**config.mk**
```make
export PLATFORM = sky130hd
export DESIGN_NAME = pin_edge_demux
export DESIGN_NICKNAME = d
export VERILOG_FILES = /design/src/rtl/ped_pkg.sv /design/src/rtl/ped_mask_regs.sv /design/src/rtl/ped_bank_ctl.sv /design/src/rtl/ped_snapshot.sv /design/src/rtl/ped_edge_core.sv /design/src/rtl/pin_edge_demux.sv
export SDC_FILE = /design/constraint.sdc
export NUM_CORES = 1
export LEC_CHECK = 0
export BUFFER_PORTS_ARGS = -buffer_cell sky130_fd_sc_hd__buf_4
export CORE_AREA = 4 4 257 159
export DETAILED_ROUTE_END_ITERATION = 10
export DIE_AREA = 0 0 261 163
export PLACE_DENSITY = 0.6
export SYNTH_ARGS = -nofsm -noshare
export SYNTH_HDL_FRONTEND = slang
export SYNTH_SLANG_ARGS = --single-unit
export TNS_END_PERCENT = 20
```
**constraint.sdc**
```tcl
create_clock -name clk -period 2.4 [get_ports clk]
set_input_delay 0.72 -clock clk [delete_from_list [all_inputs] [get_ports clk]]
set_output_delay 0.72 -clock clk [all_outputs]
set_load 0.05 [all_outputs]
```
**src/rtl/ped_pkg.sv**
```systemverilog
package ped_pkg;

  localparam logic [2:0] TRIG_RISE = 3'b001;
  localparam logic [2:0] TRIG_FALL = 3'b010;
  localparam logic [2:0] TRIG_BOTH = 3'b011;

  typedef struct packed {
    logic ok;
    logic rise;
    logic fall;
  } mode_dec_t;

  function automatic mode_dec_t decode_mode(input logic [2:0] code);
    mode_dec_t d;
    d = '0;
    case (code)
      TRIG_RISE: begin d.ok = 1'b1; d.rise = 1'b1; end
      TRIG_FALL: begin d.ok = 1'b1; d.fall = 1'b1; end
      TRIG_BOTH: begin d.ok = 1'b1; d.rise = 1'b1; d.fall = 1'b1; end
      default:   d = '0;
    endcase
    return d;
  endfunction

  function automatic logic trig_mode_ok(input logic [2:0] code);
    mode_dec_t d;
    d = decode_mode(code);
    return d.ok;
  endfunction

  function automatic logic rise_edge(input logic prev, input logic now,
                                     input logic en, input logic sel);
    return sel & en & ~prev & now;
  endfunction

  function automatic logic fall_edge(input logic prev, input logic now,
                                     input logic en, input logic sel);
    return sel & en & prev & ~now;
  endfunction

endpackage

```
**src/rtl/ped_mask_regs.sv**
```systemverilog
module ped_mask_regs #(
  parameter int NPINS  = 64,
  parameter int PIN_IW = 6
) (
  input  logic              clk,
  input  logic              rst_n,
  input  logic              en_we,
  input  logic              en_val,
  input  logic [PIN_IW-1:0] en_pin,
  input  logic              mode_we,
  input  logic [PIN_IW-1:0] mode_pin,
  input  logic [2:0]        mode_code,
  output logic [NPINS-1:0]  en_q,
  output logic [NPINS-1:0]  rise_q,
  output logic [NPINS-1:0]  fall_q,
  output logic              mode_err
);

  ped_pkg::mode_dec_t dec;
  assign dec = ped_pkg::decode_mode(mode_code);

  always_ff @(posedge clk or negedge rst_n) begin
    if (!rst_n) begin
      en_q     <= '0;
      rise_q   <= '0;
      fall_q   <= '0;
      mode_err <= 1'b0;
    end else begin
      mode_err <= mode_we && !dec.ok;
      if (en_we) en_q[en_pin] <= en_val;
      if (mode_we && dec.ok) begin
        rise_q[mode_pin] <= dec.rise;
        fall_q[mode_pin] <= dec.fall;
      end
    end
  end

endmodule

```
**src/rtl/ped_bank_ctl.sv**
```systemverilog
module ped_bank_ctl #(
  parameter int NBANKS = 2,
  parameter int BANK_W = 32,
  parameter int PIN_IW = 6,
  localparam int NPINS = NBANKS * BANK_W
) (
  input  logic              clk,
  input  logic              rst_n,
  input  logic [NPINS-1:0]  en_q,
  input  logic              en_we,
  input  logic              en_val,
  input  logic [PIN_IW-1:0] en_pin,
  output logic [NBANKS-1:0] bank_wake,
  output logic [NBANKS-1:0] bank_ie_q,
  output logic [NBANKS-1:0] pend_clr_q
);

  logic [NBANKS-1:0] bank_busy;
  int                tgt_bank;

  assign tgt_bank = int'(en_pin) / BANK_W;

  for (genvar b = 0; b < NBANKS; b++) begin : g_bank
    assign bank_busy[b] = |en_q[b*BANK_W +: BANK_W];
    assign bank_wake[b] = en_we && en_val && (tgt_bank == b) && !bank_busy[b];
  end

  always_ff @(posedge clk or negedge rst_n) begin
    if (!rst_n) begin
      bank_ie_q  <= '0;
      pend_clr_q <= '0;
    end else begin
      bank_ie_q  <= bank_busy;
      pend_clr_q <= bank_wake;
    end
  end

endmodule

```
**src/rtl/ped_snapshot.sv**
```systemverilog
module ped_snapshot #(
  parameter int NBANKS = 2,
  parameter int BANK_W = 32,
  localparam int NPINS = NBANKS * BANK_W
) (
  input  logic              clk,
  input  logic              rst_n,
  input  logic              trig,
  input  logic [NPINS-1:0]  pin_lvl,
  input  logic [NBANKS-1:0] bank_wake,
  output logic [NPINS-1:0]  snap_q
);

  for (genvar b = 0; b < NBANKS; b++) begin : g_bank
    always_ff @(posedge clk or negedge rst_n) begin
      if (!rst_n) begin
        snap_q[b*BANK_W +: BANK_W] <= '0;
      end else if (trig || bank_wake[b]) begin
        snap_q[b*BANK_W +: BANK_W] <= pin_lvl[b*BANK_W +: BANK_W];
      end
    end
  end

endmodule

```
**src/rtl/ped_edge_core.sv**
```systemverilog
module ped_edge_core #(
  parameter int NPINS = 64
) (
  input  logic             clk,
  input  logic             rst_n,
  input  logic             trig,
  input  logic [NPINS-1:0] pin_lvl,
  input  logic [NPINS-1:0] snap_q,
  input  logic [NPINS-1:0] en_q,
  input  logic [NPINS-1:0] rise_q,
  input  logic [NPINS-1:0] fall_q,
  output logic [NPINS-1:0] rise_hit,
  output logic [NPINS-1:0] fall_hit,
  output logic [NPINS-1:0] evt_q
);

  logic [NPINS-1:0] evt_next;

  for (genvar p = 0; p < NPINS; p++) begin : g_pin
    assign rise_hit[p] = ped_pkg::rise_edge(snap_q[p], pin_lvl[p], en_q[p], rise_q[p]);
    assign fall_hit[p] = ped_pkg::fall_edge(snap_q[p], pin_lvl[p], en_q[p], fall_q[p]);
  end

  assign evt_next = rise_hit | fall_hit;

  always_ff @(posedge clk or negedge rst_n) begin
    if (!rst_n) evt_q <= '0;
    else        evt_q <= trig ? evt_next : '0;
  end

endmodule

```
**src/rtl/pin_edge_demux.sv**
```systemverilog
module pin_edge_demux #(
  parameter int NBANKS = 2,
  parameter int BANK_W = 32,
  localparam int NPINS  = NBANKS * BANK_W,
  localparam int PIN_IW = $clog2(NPINS)
) (
  input  logic              clk,
  input  logic              rst_n,
  input  logic              trig_stb,
  input  logic [NPINS-1:0]  pin_lvl,
  input  logic              en_we,
  input  logic              en_val,
  input  logic [PIN_IW-1:0] en_pin,
  input  logic              mode_we,
  input  logic [PIN_IW-1:0] mode_pin,
  input  logic [2:0]        mode_code,
  output logic [NPINS-1:0]  evt,
  output logic              mode_err,
  output logic [NBANKS-1:0] bank_ie,
  output logic [NBANKS-1:0] bank_pend_clr
);

  logic [NPINS-1:0]  en_q;
  logic [NPINS-1:0]  rise_q;
  logic [NPINS-1:0]  fall_q;
  logic [NPINS-1:0]  snap_q;
  logic [NPINS-1:0]  rise_hit;
  logic [NPINS-1:0]  fall_hit;
  logic [NBANKS-1:0] bank_wake;

  ped_mask_regs #(.NPINS(NPINS), .PIN_IW(PIN_IW)) u_masks (
    .clk(clk), .rst_n(rst_n),
    .en_we(en_we), .en_val(en_val), .en_pin(en_pin),
    .mode_we(mode_we), .mode_pin(mode_pin), .mode_code(mode_code),
    .en_q(en_q), .rise_q(rise_q), .fall_q(fall_q), .mode_err(mode_err)
  );

  ped_bank_ctl #(.NBANKS(NBANKS), .BANK_W(BANK_W), .PIN_IW(PIN_IW)) u_banks (
    .clk(clk), .rst_n(rst_n), .en_q(en_q),
    .en_we(en_we), .en_val(en_val), .en_pin(en_pin),
    .bank_wake(bank_wake), .bank_ie_q(bank_ie), .pend_clr_q(bank_pend_clr)
  );

  ped_snapshot #(.NBANKS(NBANKS), .BANK_W(BANK_W)) u_snap (
    .clk(clk), .rst_n(rst_n), .trig(trig_stb), .pin_lvl(pin_lvl),
    .bank_wake(bank_wake), .snap_q(snap_q)
  );

  ped_edge_core #(.NPINS(NPINS)) u_edge (
    .clk(clk), .rst_n(rst_n), .trig(trig_stb), .pin_lvl(pin_lvl),
    .snap_q(snap_q), .en_q(en_q), .rise_q(rise_q), .fall_q(fall_q),
    .rise_hit(rise_hit), .fall_hit(fall_hit), .evt_q(evt)
  );

endmodule

```
=== Word-level counts from Yosys, hierarchy flattened ===
Index checks and enable logic that the tools add are counted.

* Magnitude comparators: 4
* Equality and inequality tests: 3
* Reduce and logical (&&, ||, !) cells: 20
* Bitwise operators: 513
* Muxes and demuxes: 11

{| class="wikitable"
|+ Operator list
! operator !! number
|-
| $and A1 B1 Y1 || 384
|-
| $bwmux W64 || 3
|-
| $not A1 Y1 || 128
|-
| $mux W64 || 1
|-
| $or A64 B64 Y64 || 1
|-
| $reduce_or A32 Y1 || 2
|-
| $logic_not A32 Y1 || 1
|-
| $lt A6 B7 Y1 const B || 2
|-
| $demux W1 S6 || 2
|-
| $ge A6 B1 Y1 const B || 2
|-
| $logic_and A1 B1 Y1 || 9
|-
| $eq A3 B2 Y1 const B || 2
|-
| $mux W1 || 5
|-
| $reduce_or A2 Y1 || 2
|-
| $eq A3 B1 Y1 const B || 1
|-
| $logic_not A1 Y1 || 3
|-
| $reduce_or A3 Y1 || 1
|-
| $logic_or A1 B1 Y1 || 2
|}

* Input bits: 85
* Word-level logic and storage cells: 560
* Bits in registers: 325

=== Logic depth before layout (Yosys ltp) ===
Gate-level depths: netlist of the first run.

* Depth after elaboration: 5
* Gate-level depth with buffers: 6
* Depth with buffers taken out: 4

=== Modules after synthesis ===
A second synthesis of the first run with hierarchy kept.

* Cells, all modules: 1315
* Area, all modules: 15414.8 um2

{| class="wikitable"
|+ Modules (own cells, without submodules)
! module !! area an instance (um2) !! instances !! sequential area each (um2) !! cells each
|-
| ped_mask_regs || 8411.8 || 1 || 4829.6 || 631
|-
| ped_edge_core || 4189.0 || 1 || 1601.5 || 518
|-
| ped_snapshot || 2543.7 || 1 || 1601.5 || 136
|-
| ped_bank_ctl || 270.3 || 1 || 100.1 || 30
|}

=== Worst setup path after synthesis of the first run ===
Ideal clock, no wire load.

* Path type: input to register
* Start point: input mode_code[2]
* End point: register u_masks.fall_q[24]
* Stages: 6
* Setup slack: -0.056 ns
* Data arrival time: 2.331 ns
* Setup time: 0.125 ns
* Buffers on the path: 2
* Path through: nand2b_4 -> buf_6 -> or4_1 -> buf_2 -> or4_4 -> mux2_4

* Longest elaborated chain between the ends: 4
* Elaborated cells between the ends (all ways): 9
* Those cells by class: eq/ne (3); mux (3); reduce/logical (3)

{| class="wikitable"
|+ RTL lines
! element !! RTL line !! text
|-
| start, declared || pin_edge_demux.sv:16 || <nowiki>input logic [2:0] mode_code,</nowiki>
|-
| $eq A3 B2 Y1 or $eq A3 B1 Y1 (tied branches) || ped_pkg.sv:16 || <nowiki>case (code)</nowiki>
|-
| $reduce_or A2 Y1 (no source line) or $reduce_or A3 Y1 (tied branches) || -- ||
|-
| $mux W1 || ped_pkg.sv:16 ||
|-
| $bwmux W64 or $logic_and A1 B1 Y1 (tied branches) || ped_mask_regs.sv:33, ped_mask_regs.sv:31 ||
|-
| end signal, assigned by index || ped_mask_regs.sv:33 || <nowiki>fall_q[mode_pin] <= dec.fall;</nowiki>
|-
| end, declared || ped_mask_regs.sv:15 || <nowiki>output logic [NPINS-1:0] fall_q,</nowiki>
|}

Several ways; a longest one is shown, not always the timed one.
A chain may end at the register's enable or synchronous reset.

=== Final worst setup path of the first run ===
* Start point: register u_masks.en_q[51]
* End point: register u_snap.snap_q[44]

* Longest elaborated chain between the ends: 4

{| class="wikitable"
|+ RTL lines
! element !! RTL line !! text
|-
| start, declared || ped_mask_regs.sv:13 || <nowiki>output logic [NPINS-1:0] en_q,</nowiki>
|-
| start signal, assigned by index || ped_mask_regs.sv:30 || <nowiki>if (en_we) en_q[en_pin] <= en_val;</nowiki>
|-
| $reduce_or A32 Y1 || ped_bank_ctl.sv:24 || <nowiki>assign bank_busy[b] = |en_q[b*BANK_W +: BANK_W];</nowiki>
|-
| $logic_not A1 Y1 || ped_bank_ctl.sv:25 || <nowiki>assign bank_wake[b] = en_we && en_val && (tgt_bank == b) && !bank_busy[b];</nowiki>
|-
| $logic_and A1 B1 Y1 || ped_bank_ctl.sv:25 ||
|-
| $logic_or A1 B1 Y1 || ped_snapshot.sv:18 || <nowiki>end else if (trig || bank_wake[b]) begin</nowiki>
|-
| end signal, assigned by index || ped_snapshot.sv:19 || <nowiki>snap_q[b*BANK_W +: BANK_W] <= pin_lvl[b*BANK_W +: BANK_W];</nowiki>
|-
| end, declared || ped_snapshot.sv:11 || <nowiki>output logic [NPINS-1:0] snap_q</nowiki>
|}

No other way between the ends.

==> impl_metrics.toml, run 1 <==
[run_status]
status = "completed"

[floorplanning]
fp.dieW_microns = 261
dieHeight_microns = 163
start_util = 0.3565
rows = 56
core_sq_mm = 0.03847
num_io_pins = 154
dieArea_sq_mm = 0.04254

[placed_design]
place.detailed.hpwl_microns = 27610
gp_congestion = 0.8298
numPortBuffers = 153
post-place-ws_ns = -0.2123
place_area_sq_mm = 0.01585

[final_layout]
seq_area_sq_mm = 0.008133
nNetsFinal = 1372
insertedDiodeCount = 0
syn_to_final_growth_pct = 23.72
fillers = 3535
final_area_sq_mm = 0.01697
drive_gt1_frac = 0.4053
multi_input_area_sq_mm = 0.005419

[sta]
fmaxAchievable_ghz = 0.4302
timing.final.max_slew_violations = 0
fin_skew_ns = 0.02099
finalSetupViolCount = 0
min_period_over_period = 0.9685
timing.final.ws_setup_ns = 0.07565
min_period_ns = 2.324
rsz0062_at_grt = "no"
tightestPinTransition_ns = 0.6881
slew_headroom = 0.5413
finalHoldViolCount = 0

[yosys]
synth_warnings = 0
syn_area_sq_mm = 0.01371
synth_edf_count = 0
ys_types = 32
synth_area_per_cell_sq_um = 12.48
async_flop_share = 1.000
ys_ff_latch = 325
synth_ff_type = "dfrtp_1"
synth_cells = 1099
seq_area_frac_synth = 0.5930
synth_nets = 1184

[critical_path]
worstReg2RegStart = "u_masks.en_q[51]$_DFFE_PN0P_"
cp.required_ns = 2.85
endpoint_kind = "flip-flop"
crit_arrival_ns = 2.78
critPathKind = "reg -> reg"
worstPathMaxFanout = 32
startpoint_type = "flip-flop"
startpoint = "u_masks.en_q[51]$_DFFE_PN0P_"

[clock_network]
clk_latency_ns = 0.59
cts_setup_buffers = 0
cts_sinks = 325
numCtsBuffers = 31
clk_path_buf_depth = 3
h-tree-depth = 1
cts_tree = "built"
path_clk_slew_ns = 0.07
cts_root_buf = "clkbuf_16"

[drt]
avgRoutedWirePerCell_microns = 20.95
firstDrtPassIters = 5
drt_iter0_markers = 630
via_per_inst = 5.049
drc = 0
wl_microns = 38390
via_count = 9250
ant_nets = 0

[power]
total_power_w = 0.01259
vdd_ir_drop_max_v = 0.0005490
p_leak_nw = 8.036
p_per_area_mw_per_mm2 = 742.1

[global_routing]
grt_pass1_vias = 9697
grt_overflow_total = 0
grt_pass1_wl_microns = 58900
antenna_found_initial = 0
grt_max_degree = 66
gr-usage-all-layers = 0.1806

[min_path]
min_path_type = "in -> async"

[job]
max-cap-violations = 0
-- layout make-up --
class                      instances  share of cell area
clock inverter                    13             0.01180
inverter                           2           0.0004424
multi-input combinational        724              0.3194
timing repair buffer             203             0.09690
sequential                       325              0.4793
tap                              522             0.03849
clock buffer                      43             0.05368
-- state kept, by name, summed over array words and instances, names as in the netlist --
| register | count |
|---|---|
| u_masks.mode_err | 1 |
| u_edge.evt_q | 64 |
| u_banks.bank_ie_q | 2 |
| u_masks.en_q | 64 |
| u_masks.rise_q | 64 |
| u_snap.snap_q | 64 |
| u_banks.pend_clr_q | 2 |
| u_masks.fall_q | 64 |
-- metrics by stage --
stage,util,cells,hold WS [ns],TNS (ns)
5_1_grt,0.4411,1832,0.1006,0
3_5_place_dp,0.4120,1776,0.4949,-4.243
4_1_cts,0.4409,1832,0.08670,0
6_report,0.4411,1832,0.08032,0
2_1_floorplan,-,1099,0.4244,-0.3089
3_3_place_gp,0.4120,1776,0.4859,-2.077
-- Yosys cell counts (all sizes together) (5+ instances only) --
library cell | n | area [sq um]
nand4 | 5 | 31.28
dfrtp | 325 | 8133
and3 | 65 | 406.6
nand3b | 70 | 525.5
clkbuf | 39 | 146.4
buf | 9 | 51.30
nor4 | 21 | 137.6
nand2 | 107 | 401.6
o21ai | 64 | 320.3
nor2 | 97 | 364.1
mux2 | 256 | 2898
nand3 | 7 | 35.03
or4 | 5 | 45.04
-- per-layer routing --
metal	GRT usage	vias up	part of all wire
met3	0.04289	54	0.057
met2	0.2821	203	0.45
met5	0	-	0
met1	0.2589	4741	0.47
li1	-	4252	-
met4	0.03733	0	0.021
-- where the power goes --
group | leakage, nW | switching [W] | internal [W]
sequential | 4.32 | 0.000310 | 0.00584
combinational | 3.17 | 0.000560 | 0.000553
clock | 0.549 | 0.00216 | 0.00317
-- cells in the final DEF, fill, tap and decap left out, types with 7 or more instances in the layout --
cell       instances
nand3b_1          70
nand3_1            7
buf_12             9
mux2_2           252
o21ai_0           64
buf_4            193
dfrtp_1          325
clkbuf_16         31
nor4_1            19
nand2_1          107
clkbuf_8           9
nor2_1            97
and3_1            65
-- path summary, 6_finish.rpt --
kind | to | slack, ns | depth (start not counted)
min reg2reg | u_masks.fall_q[23]$_DFFE_PN0P_ | 0.50 | 1
max reg2reg | u_snap.snap_q[44]$_DFFE_PN0P_ | 0.08 | 5
max in group asynchronous | u_masks.rise_q[61]$_DFFE_PN0P_ | 1.59 | 2
max | u_snap.snap_q[44]$_DFFE_PN0P_ | 0.08 | 5
min in group clk | u_snap.snap_q[21]$_DFFE_PN0P_ | 0.38 | 2
min | u_masks.rise_q[37]$_DFFE_PN0P_ | 0.08 | 1
-- worst max-delay path, stage by stage (launching register included) --
cell     delay (ns)
dfrtp_1        0.43
nor4_1         0.45
nand4_1        0.30
o31ai_4        0.33
buf_12         0.27
mux2_2         0.38
-- timing repair --
| item | in CTS | in global routing |
|---|---|---|
| endpoints found under the setup margin | 0 | 32 |
| resized for setup | 0 | 1 |
| hold buffers | 0 | 0 |
-- cells by family after synthesis --
kind of cell,after synthesis,synth area share
AO/OA/AOI/OAI,66,0.02445
buffers and inverters,50,0.01496
flip-flops,325,0.5930
multiplexers,256,0.2113
AND/OR/NAND/NOR,402,0.1563
No activity file was read; power rests on OpenSTA's default activity.
==> run 2: changes to the inputs <==
--- a/config.mk
+++ b/config.mk
@@ -6,10 +6,11 @@
 export NUM_CORES = 1
 export LEC_CHECK = 0
 export BUFFER_PORTS_ARGS = -buffer_cell sky130_fd_sc_hd__buf_4
-export CORE_AREA = 4 4 257 159
+export CORE_AREA = 4 4 209 130
 export DETAILED_ROUTE_END_ITERATION = 10
-export DIE_AREA = 0 0 261 163
-export PLACE_DENSITY = 0.6
+export DIE_AREA = 0 0 213 134
+export PLACE_DENSITY = 0.82
+export REMOVE_ABC_BUFFERS = 1
 export SYNTH_ARGS = -nofsm -noshare
 export SYNTH_HDL_FRONTEND = slang
 export SYNTH_SLANG_ARGS = --single-unit
==> run 2 against run 1 <==
Clock power is 12% lower. Critical path depth unchanged. Routed wire length down 9.1%. Register-to-register slack hardly changed. Non-clock buffer count is 13 lower. Maximum frequency grew 0.64%. Clock-buffer cell count is 1 higher. Sequential power about the same. Via count up 2.9%.
==> impl_metrics.toml, run 2 (same netlist as run 1, synthesis figures left out) <==
[critical_path]
r2r_end = "u_snap.snap_q[12]$_DFFE_PN0P_"
r2r_cells = 5
startpoint_type = "flip-flop"
worstPathMaxFanout = 32
critPathKind = "reg -> reg"
cp.required_ns = 2.83
endpoint_kind = "flip-flop"
worstReg2RegStart = "u_masks.en_q[26]$_DFFE_PN0P_"
reg2reg_slack_ns = 0.09
crit_arrival_ns = 2.74

[sta]
fmaxAchievable_ghz = 0.4330
slew_headroom = 0.5129
finalHoldViolCount = 0
timing.final.max_slew_violations = 0
fin_skew_ns = 0.006500
rsz0062_at_grt = "no"
min_period_ns = 2.310
setup-tns-final_ns = 0
finalSetupViolCount = 0
tightestPinTransition_ns = 0.7307
min_period_over_period = 0.9623

[final_layout]
fillers = 1799
syn_to_final_growth_pct = 19.93
layout_common_cells = "dfrtp_1, mux2_2, buf_4"
insertedDiodeCount = 0
final_common_cell = "dfrtp_1"
drive_gt1_frac = 0.3918
nNetsFinal = 1357

[run_status]
status = "completed"

[floorplanning]
start_util = 0.5474
dieHeight_microns = 134
dieArea_sq_mm = 0.02854
core_sq_mm = 0.02506
num_io_pins = 154
rows = 45
fp.dieW_microns = 213

[drt]
wl_microns = 34880
firstDrtPassIters = 5
via_per_inst = 5.863
via_count = 9515
avgRoutedWirePerCell_microns = 21.49
drc = 0
ant_nets = 0
drt_iter0_markers = 691

[job]
max-cap-violations = 0

[global_routing]
antenna_found_initial = 1
use_met1 = 0.3542
grt_pass1_wl_microns = 54890
gr-usage-all-layers = 0.2453
grt_pass1_vias = 9946
grt.busiest_layer = "met2"
grtUsageMet2 = 0.3799
grt_overflow_total = 0
use_met3 = 0.05540
grt_max_degree = 66

[power]
p_per_area_mw_per_mm2 = 723.0
p_leak_nw = 7.895
total_power_w = 0.01189
vdd_ir_drop_max_v = 0.0004859

[clock_network]
post_cts_resized = 0
h-tree-depth = 1
cts_tree = "built"
path_clk_slew_ns = 0.07
clk_latency_ns = 0.55
hold_buffers = 0
numCtsBuffers = 29
cts_setup_buffers = 0
clk_path_buf_depth = 3
cts_root_buf = "clkbuf_16"
cts_sinks = 325

[min_path]
min_path_type = "in -> async"

[placed_design]
gp_congestion = 0.8618
numPortBuffers = 153
place.detailed.hpwl_microns = 24060
run 2: cell count changes in the layout (fill, tap and decap cells not counted), moves of 2 or more:
cell / delta
clkinv_2: +2
clkbuf_16: -2
bufinv_16: -3
or4_4: -2
buf_4: -12
clkbuf_1: +4
or4_1: +2
run 2: how the worst max path moves through the flow:
| stage | from | end | slack, ns | depth (start not counted) |
|---|---|---|---|---|
| floorplan | en_pin[5] | u_snap.snap_q[0]$_DFFE_PN0P_ | -1.48 | 3 |
| global placement | mode_code[2] | u_masks.rise_q[8]$_DFFE_PN0P_ | -0.13 | 5 |
| detailed placement | mode_code[2] | u_masks.fall_q[8]$_DFFE_PN0P_ | -0.20 | 5 |
| CTS | u_masks.en_q[26]$_DFFE_PN0P_ | u_snap.snap_q[12]$_DFFE_PN0P_ | 0.11 | 5 |
| global route | u_masks.en_q[45]$_DFFE_PN0P_ | u_snap.snap_q[42]$_DFFE_PN0P_ | 0.03 | 5 |
| finish | u_masks.en_q[26]$_DFFE_PN0P_ | u_snap.snap_q[12]$_DFFE_PN0P_ | 0.09 | 5 |
run 2: final cells by class:
type / count / area, sq um / share of cell area
inverter: 2 / 7.507 / 0.0004564
sequential: 325 / 8133 / 0.4945
clock inverter: 9 / 95.09 / 0.005782
tap: 329 / 411.6 / 0.02503
timing repair buffer: 190 / 1534 / 0.09327
clock buffer: 44 / 862.1 / 0.05242
multi-input combinational: 724 / 5404 / 0.3286
run 2: worst max-delay path, cell delays in order, from the launching register on:
cell	delay (ns)
dfrtp_1	0.42
nor4_1	0.44
nand4_1	0.31
o31ai_4	0.36
buf_12	0.27
mux2_2	0.37
run 2: metrics by stage:
| step | cell area, sq um | setup WS [ns] | instances | util | hold slack (ns) |
|---|---|---|---|---|---|
| 2_1_floorplan | 13520 | -1.481 | 1051 | - | 0.4244 |
| 3_3_place_gp | 15490 | -0.1299 | 1570 | 0.6182 | 0.4885 |
| 3_5_place_dp | 15490 | -0.1997 | 1570 | 0.6182 | 0.4934 |
| 4_1_cts | 16450 | 0.1127 | 1623 | 0.6564 | 0.1168 |
| 5_1_grt | 16450 | 0.03044 | 1623 | 0.6564 | 0.1370 |
| 6_report | 16450 | 0.09041 | 1623 | 0.6564 | 0.1112 |
run 2: layer usage:
metal | vias to the layer above | part of all wire
met5 | - | 0.00052
met4 | 2 | 0.027
met3 | 78 | 0.076
met2 | 370 | 0.46
met1 | 4843 | 0.44
li1 | 4222 | -
run 2: power by group:
part	total (W)	switching, W	internal [W]	leakage [nW]
combinational	0.00108	0.000545	0.000536	3.09
sequential	0.00613	0.000297	0.00584	4.32
clock	0.00468	0.00199	0.00268	0.479
